--- config.mk ---
export PLATFORM = sky130hd
export DESIGN_NAME = gate_xfer_seq
export DESIGN_NICKNAME = d
export VERILOG_FILES = /design/src/rtl/gx_pkg.sv /design/src/rtl/gx_priv_check.sv /design/src/rtl/gx_push_seq.sv /design/src/rtl/gate_xfer_seq.sv
export SDC_FILE = /design/constraint.sdc
export NUM_CORES = 1
export LEC_CHECK = 0
export BUFFER_PORTS_ARGS = -buffer_cell sky130_fd_sc_hd__buf_2
export CAP_MARGIN = 20
export CORE_MARGIN = 2
export CORE_UTILIZATION = 35
export DETAILED_ROUTE_END_ITERATION = 7
export GPL_ROUTABILITY_DRIVEN = 0
export RECOVER_POWER = 25
export SLEW_MARGIN = 20
export SYNTH_ARGS = -nofsm -noshare
export SYNTH_HDL_FRONTEND = slang
export SYNTH_SLANG_ARGS = --single-unit
--- constraint.sdc ---
create_clock -name clk -period 7.9 [get_ports clk]
set_input_delay 1.58 -clock clk [delete_from_list [all_inputs] [get_ports clk]]
set_output_delay 1.58 -clock clk [all_outputs]
set_load 0.02 [all_outputs]
--- src/rtl/gx_pkg.sv ---
package gx_pkg;
  localparam int DW    = 32;
  localparam int SW    = 16;
  localparam int PW    = 2;
  localparam int NLVL  = 3;
  localparam int NSLOT = 1 << PW;

  typedef enum logic [1:0] {
    FK_NONE = 2'd0,
    FK_GP   = 2'd1,
    FK_NP   = 2'd2,
    FK_SS   = 2'd3
  } fault_e;

  typedef enum logic [1:0] {
    XP_JMP    = 2'd0,
    XP_SAME   = 2'd1,
    XP_INWARD = 2'd2
  } path_e;
endpackage

--- src/rtl/gx_priv_check.sv ---
module gx_priv_check
  import gx_pkg::*;
(
  input  logic          clk,
  input  logic          rst_n,
  input  logic          is_call,
  input  logic          via_gate,
  input  logic [PW-1:0] cpl,
  input  logic [SW-1:0] sel,
  input  logic [PW-1:0] gate_dpl,
  input  logic [SW-1:0] gate_dsel,
  input  logic [PW-1:0] tgt_dpl,
  input  logic          tgt_conf,
  input  logic          tgt_exec,
  input  logic          tgt_present,
  output fault_e        fault,
  output logic [SW-1:0] err,
  output path_e         path,
  output logic [PW-1:0] new_cpl,
  output logic [SW-1:0] dest_sel
);
  logic [PW-1:0] rpl, eff;
  logic [SW-1:0] sel_clr, dsel_clr;
  logic          tgt_bad;

  assign rpl      = sel[PW-1:0];
  assign eff      = (rpl > cpl) ? rpl : cpl;
  assign sel_clr  = {sel[SW-1:PW], {PW{1'b0}}};
  assign dsel_clr = {gate_dsel[SW-1:PW], {PW{1'b0}}};
  assign dest_sel = via_gate ? gate_dsel : sel;

  // Level rule on the code segment itself (shared by both forms)
  always_comb begin
    if (tgt_conf)      tgt_bad = (tgt_dpl > cpl);
    else if (via_gate) tgt_bad = is_call ? (tgt_dpl > cpl) : (tgt_dpl != cpl);
    else               tgt_bad = (tgt_dpl != cpl);
  end

  always_comb begin
    fault   = FK_NONE;
    err     = '0;
    path    = XP_JMP;
    new_cpl = cpl;
    if (!via_gate) begin
      if (!tgt_exec || tgt_bad) begin
        fault = FK_GP; err = sel_clr;
      end else if (!tgt_present) begin
        fault = FK_NP; err = sel_clr;
      end else begin
        path = is_call ? XP_SAME : XP_JMP;
      end
    end else begin
      if (eff > gate_dpl) begin
        fault = FK_GP; err = sel_clr;
      end else if (!tgt_exec || (tgt_dpl > eff) || tgt_bad) begin
        fault = FK_GP; err = dsel_clr;
      end else if (!tgt_present) begin
        fault = FK_NP; err = dsel_clr;
      end else if (is_call && !tgt_conf && (tgt_dpl < cpl)) begin
        path    = XP_INWARD;
        new_cpl = tgt_dpl;
      end else begin
        path = is_call ? XP_SAME : XP_JMP;
      end
    end
  end

  // an accepted gate transfer never lands less privileged than the gate
  a_r3_gate_bound: assert property (@(posedge clk) disable iff (!rst_n)
    (via_gate && fault == FK_NONE) |-> (new_cpl <= gate_dpl));

  // conforming targets keep the caller level
  a_r2_conf_keep: assert property (@(posedge clk) disable iff (!rst_n)
    (tgt_conf && fault == FK_NONE) |-> (new_cpl == cpl));
endmodule

--- src/rtl/gx_push_seq.sv ---
module gx_push_seq
  import gx_pkg::*;
#(
  parameter int WC_W = 5
) (
  input  logic            clk,
  input  logic            rst_n,
  input  logic            start,
  input  fault_e          dec_fault,
  input  logic [SW-1:0]   dec_err,
  input  path_e           dec_path,
  input  logic [PW-1:0]   dec_cpl,
  input  logic [SW-1:0]   dest_cs,
  input  logic [DW-1:0]   dest_eip,
  input  logic [WC_W-1:0] wc,
  input  logic [SW-1:0]   base_ss,
  input  logic [DW-1:0]   base_esp,
  input  logic [SW-1:0]   o_ss,
  input  logic [DW-1:0]   o_esp,
  input  logic [SW-1:0]   o_cs,
  input  logic [DW-1:0]   o_eip,
  output logic            idle,
  output logic            mem_valid,
  input  logic            mem_ready,
  output logic            mem_we,
  output logic [DW-1:0]   mem_addr,
  output logic [DW-1:0]   mem_wdata,
  input  logic [DW-1:0]   mem_rdata,
  output logic            done,
  output logic            fault,
  output fault_e          fault_kind,
  output logic [SW-1:0]   fault_err,
  output logic [PW-1:0]   res_cpl,
  output logic [SW-1:0]   res_cs,
  output logic [DW-1:0]   res_eip,
  output logic [SW-1:0]   res_ss,
  output logic [DW-1:0]   res_esp
);
  localparam logic [DW-1:0] STEP  = DW'(4);
  localparam logic [DW-1:0] LINKS = DW'(4);

  typedef enum logic [2:0] {S_IDLE, S_SS, S_ESP, S_RD, S_WR, S_CS, S_EIP} st_e;

  st_e             st;
  logic [DW-1:0]   wp, rp, pbuf, k_esp, k_eip, need_b;
  logic [SW-1:0]   k_ss, k_cs;
  logic [WC_W-1:0] cnt;
  logic            beat;

  assign need_b    = (DW'(wc) + LINKS) << 2;
  assign idle      = (st == S_IDLE);
  assign mem_valid = (st != S_IDLE);
  assign mem_we    = (st != S_RD);
  assign mem_addr  = (st == S_RD) ? rp : (wp - STEP);
  assign beat      = mem_valid && mem_ready;

  always_comb begin
    case (st)
      S_SS:    mem_wdata = DW'(k_ss);
      S_ESP:   mem_wdata = k_esp;
      S_CS:    mem_wdata = DW'(k_cs);
      S_EIP:   mem_wdata = k_eip;
      default: mem_wdata = pbuf;
    endcase
  end

  always_ff @(posedge clk) begin
    if (!rst_n) begin
      st <= S_IDLE; done <= 1'b0; fault <= 1'b0;
      fault_kind <= FK_NONE; fault_err <= '0;
      res_cpl <= '0; res_cs <= '0; res_eip <= '0; res_ss <= '0; res_esp <= '0;
      wp <= '0; rp <= '0; pbuf <= '0; cnt <= '0;
      k_ss <= '0; k_esp <= '0; k_cs <= '0; k_eip <= '0;
    end else begin
      done  <= 1'b0;
      fault <= 1'b0;
      case (st)
        S_IDLE: if (start) begin
          if (dec_fault != FK_NONE) begin
            fault <= 1'b1; fault_kind <= dec_fault; fault_err <= dec_err;
          end else if (dec_path == XP_INWARD && base_esp < need_b) begin
            fault <= 1'b1; fault_kind <= FK_SS; fault_err <= '0;
          end else begin
            fault_kind <= FK_NONE; fault_err <= '0;
            res_cpl <= dec_cpl; res_cs <= dest_cs; res_eip <= dest_eip;
            k_ss <= o_ss; k_esp <= o_esp; k_cs <= o_cs; k_eip <= o_eip;
            cnt  <= wc;
            rp   <= o_esp + need_b - DW'(20);
            case (dec_path)
              XP_INWARD: begin res_ss <= base_ss; wp <= base_esp; st <= S_SS; end
              XP_SAME:   begin res_ss <= o_ss; wp <= o_esp; st <= S_CS; end
              default:   begin res_ss <= o_ss; res_esp <= o_esp; done <= 1'b1; end
            endcase
          end
        end
        S_SS:  if (beat) begin wp <= wp - STEP; st <= S_ESP; end
        S_ESP: if (beat) begin
          wp <= wp - STEP;
          st <= (cnt != '0) ? S_RD : S_CS;
        end
        S_RD:  if (beat) begin pbuf <= mem_rdata; st <= S_WR; end
        S_WR:  if (beat) begin
          wp  <= wp - STEP;
          rp  <= rp - STEP;
          cnt <= cnt - 1'b1;
          st  <= (cnt == WC_W'(1)) ? S_CS : S_RD;
        end
        S_CS:  if (beat) begin wp <= wp - STEP; st <= S_EIP; end
        S_EIP: if (beat) begin res_esp <= wp - STEP; done <= 1'b1; st <= S_IDLE; end
        default: st <= S_IDLE;
      endcase
    end
  end

  // a stalled beat keeps its request steady
  a_r9_hold: assert property (@(posedge clk) disable iff (!rst_n)
    (mem_valid && !mem_ready) |=> (mem_valid && $stable(mem_addr) && $stable(mem_we) && $stable(mem_wdata)));

  // one outcome, one cycle wide
  a_r12_exclusive: assert property (@(posedge clk) disable iff (!rst_n) !(done && fault));
  a_r12_single: assert property (@(posedge clk) disable iff (!rst_n) done |=> !done);

  // stack faults carry a zero code
  a_r6_zero_code: assert property (@(posedge clk) disable iff (!rst_n)
    (fault && fault_kind == FK_SS) |-> (fault_err == '0));
endmodule

--- src/rtl/gate_xfer_seq.sv ---
module gate_xfer_seq
  import gx_pkg::*;
#(
  parameter int WC_W = 5
) (
  input  logic               clk,
  input  logic               rst_n,
  input  logic               req_valid,
  output logic               req_ready,
  input  logic               req_call,
  input  logic               req_gate,
  input  logic [1:0]         cpl,
  input  logic [15:0]        sel,
  input  logic [31:0]        direct_off,
  input  logic [1:0]         gate_dpl,
  input  logic [15:0]        gate_dsel,
  input  logic [31:0]        gate_doff,
  input  logic [WC_W-1:0]    gate_wc,
  input  logic [1:0]         tgt_dpl,
  input  logic               tgt_conf,
  input  logic               tgt_exec,
  input  logic               tgt_present,
  input  logic [47:0]        tss_ss,
  input  logic [95:0]        tss_esp,
  input  logic [15:0]        old_ss,
  input  logic [31:0]        old_esp,
  input  logic [15:0]        old_cs,
  input  logic [31:0]        old_eip,
  output logic               mem_valid,
  input  logic               mem_ready,
  output logic               mem_we,
  output logic [31:0]        mem_addr,
  output logic [31:0]        mem_wdata,
  input  logic [31:0]        mem_rdata,
  output logic               done,
  output logic               fault,
  output logic [1:0]         fault_kind,
  output logic [15:0]        fault_err,
  output logic [1:0]         new_cpl,
  output logic [15:0]        new_cs,
  output logic [31:0]        new_eip,
  output logic [15:0]        new_ss,
  output logic [31:0]        new_esp
);
  fault_e        d_fault, f_kind;
  path_e         d_path;
  logic [SW-1:0] d_err, d_dsel, d_cs;
  logic [PW-1:0] d_cpl;
  logic [DW-1:0] d_eip;
  logic [SW-1:0] lvl_ss  [NSLOT];
  logic [DW-1:0] lvl_esp [NSLOT];
  logic          idle;

  for (genvar g = 0; g < NLVL; g++) begin : g_lvl
    assign lvl_ss[g]  = tss_ss[g*SW +: SW];
    assign lvl_esp[g] = tss_esp[g*DW +: DW];
  end
  for (genvar g = NLVL; g < NSLOT; g++) begin : g_pad
    assign lvl_ss[g]  = '0;
    assign lvl_esp[g] = '0;
  end

  gx_priv_check u_chk (
    .clk(clk), .rst_n(rst_n),
    .is_call(req_call), .via_gate(req_gate), .cpl(cpl), .sel(sel),
    .gate_dpl(gate_dpl), .gate_dsel(gate_dsel),
    .tgt_dpl(tgt_dpl), .tgt_conf(tgt_conf), .tgt_exec(tgt_exec), .tgt_present(tgt_present),
    .fault(d_fault), .err(d_err), .path(d_path), .new_cpl(d_cpl), .dest_sel(d_dsel)
  );

  assign d_cs  = {d_dsel[SW-1:PW], d_cpl};
  assign d_eip = req_gate ? gate_doff : direct_off;

  gx_push_seq #(.WC_W(WC_W)) u_seq (
    .clk(clk), .rst_n(rst_n), .start(req_valid && idle),
    .dec_fault(d_fault), .dec_err(d_err), .dec_path(d_path), .dec_cpl(d_cpl),
    .dest_cs(d_cs), .dest_eip(d_eip), .wc(gate_wc),
    .base_ss(lvl_ss[d_cpl]), .base_esp(lvl_esp[d_cpl]),
    .o_ss(old_ss), .o_esp(old_esp), .o_cs(old_cs), .o_eip(old_eip),
    .idle(idle),
    .mem_valid(mem_valid), .mem_ready(mem_ready), .mem_we(mem_we),
    .mem_addr(mem_addr), .mem_wdata(mem_wdata), .mem_rdata(mem_rdata),
    .done(done), .fault(fault), .fault_kind(f_kind), .fault_err(fault_err),
    .res_cpl(new_cpl), .res_cs(new_cs), .res_eip(new_eip), .res_ss(new_ss), .res_esp(new_esp)
  );

  assign req_ready  = idle;
  assign fault_kind = f_kind;
endmodule

; After elaboration in Yosys (flattened, before gate mapping)
; Index checks and enable logic that the tools add are counted.
[op_classes]
addsub = 6
magnitude_cmp = 7
eq_ne = 23
mux = 84
bitwise_logic = 3
n_reduce_logical = 27
[ops]
columns = op, n
row1 = $mux 32, 16
row2 = $pmux 32 s2, 4
row3 = $mux 16, 11
row4 = $pmux 32 s4, 1
row5 = $bmux 32 s2, 1
row6 = $sub 32x3->32 const B, 2
row7 = $mux 2, 20
row8 = $mux 3, 11
row9 = $add 32x32->32, 1
row10 = $bmux 16 s2, 1
row11 = $lt 32x32->1, 1
row12 = $sub 32x5->32 const B, 1
row13 = $pmux 3 s7, 1
row14 = $mux 5, 4
row15 = $ne 2x1->1 const B, 8
row16 = $reduce_and 6->1, 2
row17 = $mux 1, 11
row18 = $pmux 5 s2, 1
row19 = $reduce_and 10->1, 1
row20 = $eq 3x3->1 const B, 3
row21 = $gt 2x2->1, 4
row22 = $reduce_bool 2->1, 4
row23 = $add 5x3->6 const B, 1
row24 = $eq 3x2->1 const B, 2
row25 = other kinds (27), 38
[totals]
regBits = 318
in_bits = 388
out_inout_bits = 185

; Longest topological paths before layout
; Gate-level depths: netlist (run 1).
[depth]
depth_word = 18
ltp_mapped = 29
depth_no_buf = 24

; By module
; Synthesis (run 1) repeated with hierarchy kept, for this count alone.
[hier_totals]
cells_unflattened = 2483
hier_area_um2 = 19000.7
[by_module_without_submodules]
columns = module, instances, cells_each, area_each_um2, seq_area_each_um2
row1 = gx_push_seq, 1, 2250, 16839.9, 6366.1
row2 = gate_xfer_seq, 1, 150, 1436.4, 0.0
row3 = gx_priv_check, 1, 83, 724.4, 0.0

; Worst setup path after synthesis (run 1)
; OpenSTA, ideal clock, no wires.
[synth_path]
kind = input to register
from = input cpl[1]
to = register u_seq.rp[2]
setup_time_ps = 119
arrival_ps = 6272
t_required_ps = 7781
slack_ps = 1509
cell_stages = 28
cell_sequence = inv_1 ha_1 nor2_1 a211oi_1 o21a_1 inv_1 ha_1 nand2_1 o21ai_1 and4_1 clkbuf_2 a211oi_1 or2_1 clkbuf_1 clkbuf_1 nand2_1 o21ai_0 ha_1 and3_1 nand2_1 nand4b_1 a21o_1 a2111oi_4 a211oi_2 a21oi_1 buf_2 a21oi_1 o221a_2
[synth_via]
elab_chain_cells = 16
elab_cells_between_ends = 40
cone_classes = order compare (6) / eq/ne (4) / mux (22) / bitwise (1) / reduce/logical (7)
[synth_rtl]
columns = element, line
row1 = start: declaration, gate_xfer_seq.sv:12  ; input logic [1:0] cpl,
row2 = $gt 2x2->1 (tied with other cells), gx_priv_check.sv:27  ; assign eff = (rpl > cpl) ? rpl : cpl;
row3 = $mux 2 / $mux 1 (equally long branches), "gx_priv_check.sv:27, gx_priv_check.sv:35"
row4 = $gt 2x2->1 / $mux 1 (equally long branches), "gx_priv_check.sv:55, gx_priv_check.sv:35"
row5 = $logic_or 1x1->1 / $mux 1 (equally long branches), "gx_priv_check.sv:55, gx_priv_check.sv:34"
row6 = $logic_or 1x1->1, gx_priv_check.sv:55  ; end else if (!tgt_exec || (tgt_dpl > eff) || tgt_bad) begin
row7 = $mux 2, gx_priv_check.sv:55
row8 = $mux 2, gx_priv_check.sv:53  ; if (eff > gate_dpl) begin
row9 = $mux 2, gx_priv_check.sv:44  ; if (!via_gate) begin
row10 = $not 2->3 (implied by the code), gate_xfer_seq.sv:78  ; .base_ss(lvl_ss[d_cpl]), .base_esp(lvl_esp[d_cpl]),
row11 = $bmux 32 s2, gate_xfer_seq.sv:78
row12 = $mux 32 (implied by the code) (2 in a row), gate_xfer_seq.sv:78
row13 = $lt 32x32->1, gx_push_seq.sv:81  ; end else if (dec_path == XP_INWARD && base_esp < need_b) begin
row14 = $logic_and 1x1->1, gx_push_seq.sv:81
row15 = $ne 2x2->1 (no source line), --
row16 = $reduce_and 5->1 (no source line) *, --
row17 = end signal: assignment, gx_push_seq.sv:88  ; rp <= o_esp + need_b - DW'(20);
row18 = end signal: assignment, gx_push_seq.sv:104  ; rp <= rp - STEP;
row19 = end: declaration, gx_push_seq.sv:45  ; logic [DW-1:0] wp, rp, pbuf, k_esp, k_eip, need_b;
; Mark *: on every way between the ends. The rest lies on a longest branch, timed or not. The select of a mux whose other input is x is not followed.
; A chain may end at the register's enable or synchronous reset.

; Final worst setup path (run 1)
[layout_path]
from = register u_seq.st[1]
to = output mem_addr[31]
[layout_via]
elab_chain_cells = 2
[layout_rtl]
columns = element, line
row1 = start: declaration, gx_push_seq.sv:44  ; st_e st;
row2 = start signal: assignment, gx_push_seq.sv:99  ; st <= (cnt != '0) ? S_RD : S_CS;
row3 = start signal: assignment, gx_push_seq.sv:106  ; st <= (cnt == WC_W'(1)) ? S_CS : S_RD;
row4 = $eq 3x2->1, gx_push_seq.sv:54  ; assign mem_addr = (st == S_RD) ? rp : (wp - STEP);
row5 = $mux 32, gx_push_seq.sv:54
row6 = end: declaration, gate_xfer_seq.sv:32  ; output logic [31:0] mem_addr,
; No other way between the ends.

==> impl_metrics.py, run 1 <==
metrics = {
    "synth": {
        "synth_area_mm2": 0.0186,
        "synth_edf_count": 0,
        "synth_cells": 2571,
        "yosysWarnings": 0,
        "synthTopCellsByArea": "dfxtp_1 (34%), nand2_1 (11%), a21oi_1 (9.5%)",
        "synth_seq_area_share_pct": 33.8,
        "ys_top_cells_by_count": "nand2_1 (532), a21oi_1 (354), dfxtp_1 (314)",
        "synth_top_area_cell": "dfxtp_1",
        "synth_top_area_share_pct": 33.8,
        "async_flop_share_pct": 0,
        "synth_most_common_cell": "nand2_1",
        "synthFlopType": "dfxtp_1",
        "yosys.cell_types.count": 75,
        "ys_ff_latch": 314,
        "synth_area_per_cell_um2": 7.23,
    },
    "route": {
        "routed_wl_mm": 76.4,
        "first_pass_iters": 5,
        "drt_iter0_drc": 1909,
        "drc": 0,
        "vias": 20700,
        "viasPerCell": 5.54,
        "drtAntennaViolNets": 0,
        "wl_per_cell_um": 20.5,
    },
    "setup_path": {
        "slowest_delay_ps": 1770,
        "cp.buffers_inverters": 3,
        "cp.required_ps": 6320,
        "crit_fanout": 64,
        "cp_slowest_cell": "clkinvlp_2",
        "crit_arrival_ps": 5440,
        "crit_chain": "clkinvlp_2 > or3_1 > buf_4 > nor2_1 > a21oi_1 > buf_2",
        "startpoint_type": "flip-flop",
        "cp_top_family": "buffers and inverters",
        "crit_type": "reg2out",
        "endpoint_kind": "output port",
    },
    "global_routing": {
        "antenna_found_initial": 8,
        "grt_pass1_wl_mm": 112,
        "gr-usage-all-layers_pct": 26.4,
        "grt_max_degree": 114,
        "grt_overflow": 0,
        "grt_pass1_vias": 18900,
    },
    "job": {
        "drv_cap": 2,
    },
    "status": {
        "violations": "capacitance limit, slew limit",
        "status": "complete, but fails checks",
    },
    "clocking": {
        "ctsHtreeMaxLevel": 2,
        "clkTransAtPathRegs_ps": 60,
        "clock_latency_ps": 570,
        "cts_resized": 0,
        "tritoncts": "done",
        "post_cts_buffers": 0,
        "numClockSinks": 314,
        "cts_buffer_depth": 3,
        "root_buffer": "clkbuf_16",
        "cts_made_buffers": 39,
        "cts_hold_buffers": 0,
    },
    "placement": {
        "dp_hpwl_mm": 57.9,
        "io_buffers": 568,
        "post_dp_cell_area_mm2": 0.0218,
    },
    "die": {
        "die_w_um": 234,
        "rows": 84,
        "design.die.area_mm2": 0.0549,
        "start_util_pct": 35.4,
        "die_y_um": 234,
        "core-area_mm2": 0.0526,
        "ios": 573,
    },
    "layout": {
        "syn2layout_area_growth_pct": 23.9,
        "final_nets": 3458,
        "postLayoutCellArea_mm2": 0.0230,
        "drive_gt1_share_pct": 19.0,
        "nFillCells": 5504,
    },
    "sta": {
        "maxSlewViolCount": 98,
        "fin_setup_tns_ps": 0,
        "fin_worst_skew_ps": 26.0,
        "slew_headroom_pct": -46.8,
        "worst_pin_slew_ps": 2190,
        "rsz0062_at_grt": "false",
        "fin_crit_sh_pct": 88.9,
        "hold_viol": 0,
        "fmax_mhz": 142,
        "setup_violations": 0,
        "fin_crit_ps": 7020,
    },
    "pwr": {
        "p_leak_nw": 9.36,
        "finalPower_mw": 4.29,
        "ir_drop_mv": 0.142,
        "cellPowerDensity_mw_per_mm2": 187,
    },
    "min_path": {
        "min_path_type": "reg2reg",
    },
}
==> report_power, final <==
part	internal (mW)	switching, mW	leakage, nW
logic	0.283	0.494	6.18
clock network	1.09	0.771	0.637
registers	1.63	0.0288	2.54
total	3.00	1.29	9.36
==> final cells by class <==
type                       instances  area, um2  share of cell area (%)
sequential                       314       6290                    27.3
clock buffer                      49       1090                    4.76
clock inverter                    20        220                   0.957
tap                              688        861                    3.74
multi-input combinational       1983      11200                    48.8
antenna                            3       7.51                  0.0326
timing repair buffer             600       3010                    13.1
inverter                          76        294                    1.28
==> layout by cell type, fill, tap and decap left out, drive strengths merged, types with 9 or more instances in the layout <==
cell type	n
o211ai	55
nand2	532
mux2i	104
a21oi	354
a221oi	41
dfxtp	314
inv	78
a211oi	85
nand3	68
o31ai	37
xnor2	34
nor4	27
nor3	54
nor2	235
nor2b	11
or3	12
clkinv	9
buf	482
nand2b	11
o21ai	124
xor2	16
ha	55
a31oi	10
a21o	9
clkbuf	167
==> per-stage QoR <==
step | util, % | cells | hold WS (ps) | setup slack (ps)
2_1_floorplan | - | 2572 | 429 | 1510
3_3_place_gp | 41.6 | 3661 | 437 | 576
3_5_place_dp | 41.6 | 3661 | 441 | 516
4_1_cts | 44.1 | 3730 | 449 | 1110
5_1_grt | 43.8 | 3733 | 466 | 359
6_report | 43.8 | 3733 | 448 | 877
==> cell families (layout without fill, tap and decap cells) <==
| group | count (synthesis) | count (layout) | share of synthesized area (%) |
|---|---|---|---|
| AND/OR/NAND/NOR | 990 | 990 | 22.4 |
| AO/OA/AOI/OAI | 779 | 779 | 25.8 |
| flip-flops | 314 | 314 | 33.8 |
| buffers and inverters | 275 | 745 | 6.03 |
| multiplexers | 106 | 106 | 5.72 |
| adder cells (fa/ha/maj) | 56 | 56 | 3.81 |
| XOR/XNOR | 50 | 50 | 2.36 |
| other | 1 | 5 | 0.0202 |
==> worst paths after layout <==
| check | start | to | slack, ps | cells past startpoint |
|---|---|---|---|---|
| min reg2reg | u_seq.rp[0]$_SDFFE_PN0P_ | u_seq.rp[0]$_SDFFE_PN0P_ | 450 | 2 |
| max | u_seq.st[1]$_SDFFE_PN0P_ | mem_addr[31] | 880 | 6 |
| min | u_seq.rp[0]$_SDFFE_PN0P_ | u_seq.rp[0]$_SDFFE_PN0P_ | 450 | 2 |
| max reg2reg | u_seq.st[1]$_SDFFE_PN0P_ | u_seq.pbuf[5]$_SDFFE_PN0P_ | 2070 | 6 |
==> worst register-to-register path, cell delays in order (launching register included) <==
cell and delay [ps]:
dfxtp_1 560, clkinvlp_2 1770, or3_1 1430, buf_4 470
or2_0 1010, nand2_1 330, a21oi_1 100
==> flip-flops by register name, summed over array words and instances, names as in the netlist, 32 cells and up <==
signal and flops:
u_seq.k_eip 32, u_seq.k_esp 32, u_seq.pbuf 32, u_seq.res_eip 32, u_seq.res_esp 32, u_seq.rp 32, u_seq.wp 32
==> metal layers <==
metal / track usage, % / vias up / routed length, um
met5: 0 / - / 27
met3: 5.64 / 127 / 5850
met4: 8.25 / 4 / 2140
met2: 43.1 / 879 / 35900
met1: 34.7 / 9718 / 32400
li1: - / 9964 / -
(Power assumes the default switching activity.)
==> run 2, diff against run 1 <==
--- a/config.mk
+++ b/config.mk
@@ -11,6 +11,7 @@
 export CORE_UTILIZATION = 35
 export DETAILED_ROUTE_END_ITERATION = 7
 export GPL_ROUTABILITY_DRIVEN = 0
+export PLACE_DENSITY = 0.68
 export RECOVER_POWER = 25
 export SLEW_MARGIN = 20
 export SYNTH_ARGS = -nofsm -noshare
==> run 2 against run 1 <==
Compared with the run above: the run still ends with capacitance limit, slew limit left; final cell count is 0.16% higher; non-clock buffer count grew 1; first-iteration DRC count shrank 0.16%; via count down 0.95%; critical path depth fell by 1; routed wire length fell by 1.4%; count of clock-buffer cells in the layout up 1; critical path type is now in2reg; largest cell class unchanged.
==> impl_metrics.py, run 2 (same netlist as run 1, synthesis figures left out) <==
metrics = {
    "setup_path": {
        "startpoint_type": "input port",
        "cp_slowest_cell": "clkinvlp_4",
        "cp.buffers_inverters": 4,
        "crit_chain": "buf_2 > clkbuf_2 > clkinvlp_4 > clkbuf_2 > a221oi_1",
        "cp_top_family": "buffers and inverters",
        "crit_fanout": 154,
        "cp.required_ps": 8340,
        "endpoint_kind": "flip-flop",
        "cp_common_cell": "clkbuf_2",
        "crit_type": "in2reg",
        "crit_arrival_ps": 7470,
        "path_depth": 5,
        "r2r_cells": 8,
        "slowest_delay_ps": 2680,
    },
    "die": {
        "design.die.area_mm2": 0.0549,
        "core-area_mm2": 0.0526,
        "rows": 84,
        "start_util_pct": 35.4,
        "die_w_um": 234,
        "ios": 573,
        "die_y_um": 234,
    },
    "pwr": {
        "ir_drop_mv": 0.139,
        "sw_frac_of_total_pct": 29.9,
        "intPower_mw": 2.96,
        "cellPowerDensity_mw_per_mm2": 184,
        "p_leak_nw": 9.33,
        "pwr-share-comb_pct": 18.4,
        "pwr-share-seq_pct": 39.2,
        "pwr-share-clk_pct": 42.3,
        "power_switching_mw": 1.26,
    },
    "clocking": {
        "ctsHtreeMaxLevel": 2,
        "cts_buffer_depth": 3,
        "clkTransAtPathRegs_ps": 60,
        "cts_resized": 0,
        "cts_made_buffers": 38,
        "numClockSinks": 314,
        "tritoncts": "done",
        "cts_hold_buffers": 0,
        "root_buffer": "clkbuf_16",
        "clock_latency_ps": 560,
        "post_cts_buffers": 0,
    },
    "sta": {
        "maxSlewViolCount": 231,
        "slew_headroom_pct": -79.6,
        "worst_pin_slew_ps": 2690,
        "hold_viol": 0,
        "fin_crit_ps": 7030,
        "fin_crit_sh_pct": 89.0,
        "fin_worst_skew_ps": 34.6,
        "setup_violations": 0,
        "fmax_mhz": 142,
        "fin_setup_tns_ps": 0,
        "worst_slack_ps": 870,
        "rsz0062_at_grt": "false",
    },
    "layout": {
        "drive_gt1_share_pct": 18.9,
        "final_nets": 3458,
        "syn2layout_area_growth_pct": 23.5,
        "layout_common_cells": "nand2_1 (531), buf_2 (453), a21oi_1 (353), dfxtp_1 (313), nor2_1 (232)",
        "final_common_cell": "nand2_1",
    },
    "global_routing": {
        "grt_pass1_vias": 18400,
        "grt_overflow": 0,
        "gr-usage-all-layers_pct": 25.9,
        "grt_max_degree": 155,
        "grt_pass1_wl_mm": 109,
        "antenna_found_initial": 17,
    },
    "route": {
        "viasPerCell": 5.48,
        "vias": 20500,
        "routed_wl_mm": 75.3,
        "drc": 0,
        "drtAntennaViolNets": 0,
        "first_pass_iters": 6,
        "wl_per_cell_um": 20.1,
        "drt_iter0_drc": 1906,
    },
    "min_path": {
        "whs_path_depth": 2,
        "min_path_type": "reg2reg",
    },
    "placement": {
        "dp_hpwl_mm": 56.4,
        "io_buffers": 568,
        "pre_cts_slack_ps": 542,
    },
    "job": {
        "drv_cap": 2,
    },
    "status": {
        "status": "complete, but fails checks",
        "violations": "capacitance limit, slew limit",
    },
}
==> run 2: changes by cell type in the layout (fill, tap and decap cells not counted), sizes merged <==
cell | before | now
clkbuf | 167 | 168
diode | 3 | 11
clkinvlp | 6 | 5
inv | 78 | 75
buf | 482 | 483
==> run 2: metrics by stage <==
stage               cells  power (mW)  hold WS, ps  instance area [um2]  utilization (%)
finish               3739        4.22          451                22900             43.7
global route         3734        4.40          465                22900             43.6
CTS                  3727        4.26          448                23100             43.9
detailed placement   3661        2.47          440                21800             41.5
global placement     3661        2.46          436                21800             41.5
floorplan            2572        2.15          429                18600                -
==> run 2: area by class of cell <==
| type | count | area [um2] |
|---|---|---|
| well taps | 688 | 861 |
| flip-flops and latches | 314 | 6290 |
| clock buffers | 50 | 1070 |
| diodes | 11 | 27.5 |
| repair buffers | 601 | 2990 |
| inverters | 76 | 289 |
| fillers | 5553 | 29600 |
| multi-input cells | 1983 | 11200 |
| clock inverters | 16 | 176 |
==> run 2: path summary, 6_finish.rpt <==
kind | from | to | slack (ps)
min reg2reg | u_seq.res_ss[7]$_SDFFE_PN0P_ | u_seq.res_ss[7]$_SDFFE_PN0P_ | 450
max reg2reg | u_seq.st[2]$_SDFFE_PN0P_ | u_seq.wp[20]$_SDFFE_PN0P_ | 3350
min | u_seq.res_ss[7]$_SDFFE_PN0P_ | u_seq.res_ss[7]$_SDFFE_PN0P_ | 450
max | rst_n | u_seq.st[1]$_SDFFE_PN0P_ | 870
==> run 2: power groups by stage <==
stage | Sequential, mW | Combinational (mW) | Clock (mW)
floorplan | 1.71 | 0.440 | 0
global placement | 1.69 | 0.774 | 0
detailed placement | 1.69 | 0.776 | 0
CTS | 1.66 | 0.780 | 1.83
global route | 1.66 | 0.852 | 1.89
finish | 1.66 | 0.779 | 1.79
==> run 2: worst min-delay path, stage by stage (launching register included) <==
cell and delay (ps):
dfxtp_1 310, nand2_1 50, a21oi_1 50
==> run 2: per-layer routing <==
layer	vias up	track usage (%)	wire length, um	part of all wire [%]
li1	9989	-	-	-
met2	851	43.6	35600	47
met5	-	0	23	0.031
met3	153	6.13	6480	8.6
met4	4	9.91	2710	3.6
met1	9498	32.0	30500	40
==> run 3, diff against run 2 <==
--- a/config.mk
+++ b/config.mk
@@ -7,11 +7,11 @@
 export LEC_CHECK = 0
 export BUFFER_PORTS_ARGS = -buffer_cell sky130_fd_sc_hd__buf_2
 export CAP_MARGIN = 20
-export CORE_MARGIN = 2
-export CORE_UTILIZATION = 35
+export CORE_AREA = 2 2 226 228
 export DETAILED_ROUTE_END_ITERATION = 7
+export DIE_AREA = 0 0 228 230
 export GPL_ROUTABILITY_DRIVEN = 0
-export PLACE_DENSITY = 0.68
+export PLACE_DENSITY = 0.71
 export RECOVER_POWER = 25
 export SLEW_MARGIN = 20
 export SYNTH_ARGS = -nofsm -noshare
==> run 3 against run 2 <==
Compared with the run above: the run still ends with capacitance limit, slew limit left; worst setup slack improved by 380 ps; final cell count decreased by 0.29%; count of clock-buffer cells in the layout increased by 5; largest power group unchanged; worst hold slack got worse by 1.7 ps; sequential share of layout area decreased by 0.12 points.
==> impl_metrics.py, run 3 (same netlist as run 1, synthesis figures left out) <==
metrics = {
    "die": {
        "die_y_um": 230,
        "core-area_mm2": 0.0499,
        "design.die.area_mm2": 0.0524,
        "start_util_pct": 37.3,
        "die_w_um": 228,
        "ios": 573,
        "rows": 82,
    },
    "global_routing": {
        "grt_use_met1_pct": 33.3,
        "grt_pass1_vias": 18900,
        "grt_max_degree": 114,
        "gr-usage-all-layers_pct": 27.0,
        "grt-busiest-layer": "met2",
        "antenna_found_initial": 20,
        "use_met2_pct": 44.5,
        "grt_overflow": 0,
        "grt_pass1_wl_mm": 111,
        "grt_util_met3_pct": 6.35,
    },
    "layout": {
        "postLayoutCellArea_mm2": 0.0230,
        "drive_gt1_share_pct": 19.0,
        "final_common_cell": "nand2_1",
        "layout_common_cells": "nand2_1 (530), buf_2 (452), a21oi_1 (353), dfxtp_1 (313), nor2_1 (232)",
        "seqCellArea_mm2": 0.00629,
        "nFillCells": 5280,
        "final_nets": 3460,
        "fin_util_pct": 46.2,
        "multi_input_area_mm2": 0.0112,
        "layout.cells.non_filler": 3728,
        "syn2layout_area_growth_pct": 24.0,
    },
    "setup_path": {
        "endpoint_kind": "flip-flop",
        "timing.rr.start": "u_seq.st[1]$_SDFFE_PN0P_",
        "crit_fanout": 43,
        "startpoint": "cpl[1]",
        "reg2reg_slack_ps": 3790,
        "cp.required_ps": 8360,
        "crit_arrival_ps": 7110,
        "rr_endpoint": "u_seq.pbuf[12]$_SDFFE_PN0P_",
        "startpoint_type": "input port",
        "r2r_cells": 5,
        "crit_type": "in2reg",
    },
    "sta": {
        "hold_viol": 0,
        "rsz0062_at_grt": "false",
        "worst_pin_slew_ps": 2120,
        "fin_setup_tns_ps": 0,
        "slew_headroom_pct": -41.6,
        "fin_crit_sh_pct": 84.2,
        "maxSlewViolCount": 98,
        "setup_violations": 0,
        "fin_crit_ps": 6650,
        "fin_worst_skew_ps": 26.0,
        "fmax_mhz": 150,
    },
    "clocking": {
        "cts_made_buffers": 39,
        "cts_hold_buffers": 0,
        "clock_latency_ps": 570,
        "clkTransAtPathRegs_ps": 60,
        "cts_resized": 0,
        "root_buffer": "clkbuf_16",
        "numClockSinks": 314,
        "post_cts_buffers": 0,
        "cts_buffer_depth": 3,
        "ctsHtreeMaxLevel": 2,
        "tritoncts": "done",
    },
    "pwr": {
        "pwr-share-comb_pct": 17.8,
        "p_leak_nw": 9.39,
        "sw_frac_of_total_pct": 29.4,
        "cellPowerDensity_mw_per_mm2": 190,
        "pwr-share-seq_pct": 38.0,
        "ir_drop_mv": 0.161,
        "intPower_mw": 3.08,
        "power_switching_mw": 1.28,
        "finalPower_mw": 4.37,
        "pwr-share-clk_pct": 44.2,
    },
    "min_path": {
        "min_path_type": "reg2reg",
        "whs_path_depth": 2,
        "hp-start": "u_seq.k_cs[7]$_SDFFE_PN0P_",
        "min_to": "u_seq.k_cs[7]$_SDFFE_PN0P_",
    },
    "route": {
        "viasPerCell": 5.55,
        "drc": 0,
        "drt_iter0_drc": 1716,
        "vias": 20700,
        "wl_per_cell_um": 20.2,
        "first_pass_iters": 5,
        "routed_wl_mm": 75.1,
        "drtAntennaViolNets": 0,
    },
    "placement": {
        "dp_hpwl_mm": 56.7,
        "placed_cells_incl_taps": 3647,
        "io_buffers": 568,
        "post_dp_cell_area_mm2": 0.0218,
    },
    "status": {
        "violations": "capacitance limit, slew limit",
        "status": "complete, but fails checks",
    },
    "job": {
        "drv_cap": 2,
    },
}
-- run 3: layer usage --
layer / up-vias / wire length, um
met5: - / 71
met4: 12 / 3580
met3: 189 / 6520
met2: 884 / 34700
met1: 9619 / 30300
li1: 9977 / -
-- run 3: final cells by class --
class | count | area share (%)
antenna | 10 | 0.109
clock buffer | 55 | 4.76
clock inverter | 16 | 1.17
inverter | 76 | 1.27
multi-input combinational | 1983 | 48.8
sequential | 314 | 27.3
tap | 672 | 3.65
timing repair buffer | 602 | 13.0
-- run 3: worst max-delay path by stage --
| stage | endpoint | slack, ps | depth (start not counted) |
|---|---|---|---|
| 3_5_place_dp | u_seq.wp[25]$_SDFFE_PN0P_ | 660 | 25 |
| 3_3_place_gp | u_seq.wp[25]$_SDFFE_PN0P_ | 730 | 25 |
| 6_report | u_seq.wp[25]$_SDFFE_PN0P_ | 1250 | 25 |
| 5_1_grt | u_seq.wp[26]$_SDFFE_PN0P_ | 650 | 25 |
| 2_1_floorplan | u_seq.rp[2]$_SDFFE_PN0P_ | 1510 | 28 |
| 4_1_cts | u_seq.wp[25]$_SDFFE_PN0P_ | 1260 | 25 |
-- run 3: metrics by stage --
| step | hold slack [ps] | setup WS, ps |
|---|---|---|
| after floorplan | 429 | 1510 |
| after global placement | 437 | 729 |
| after detailed placement | 442 | 659 |
| after CTS | 450 | 1260 |
| after global routing | 459 | 647 |
| final | 449 | 1250 |
-- run 3: power groups by stage --
stage,Combinational (mW),Sequential [mW],Clock (mW)
after global routing,0.854,1.66,2.02
after detailed placement,0.775,1.69,0
after floorplan,0.440,1.71,0
final,0.779,1.66,1.93
after CTS,0.779,1.66,1.96
after global placement,0.771,1.69,0
-- run 3: critical path, cell delays in order --
cell and delay, ps:
buf_2 110, inv_1 210, ha_1 230, nor2_1 60
a211oi_1 220, o21a_1 180, inv_1 50, ha_1 260
nand2_1 40, o21ai_1 150, nand4_1 220, o21ai_1 340
nand2_2 220, mux2i_1 150, o21ai_0 440, ha_1 240
and3_1 180, o211ai_1 90, a31oi_1 290, a2111oi_4 100
a211oi_4 260, a32o_2 800, buf_4 350, o211ai_1 110
o211a_1 160
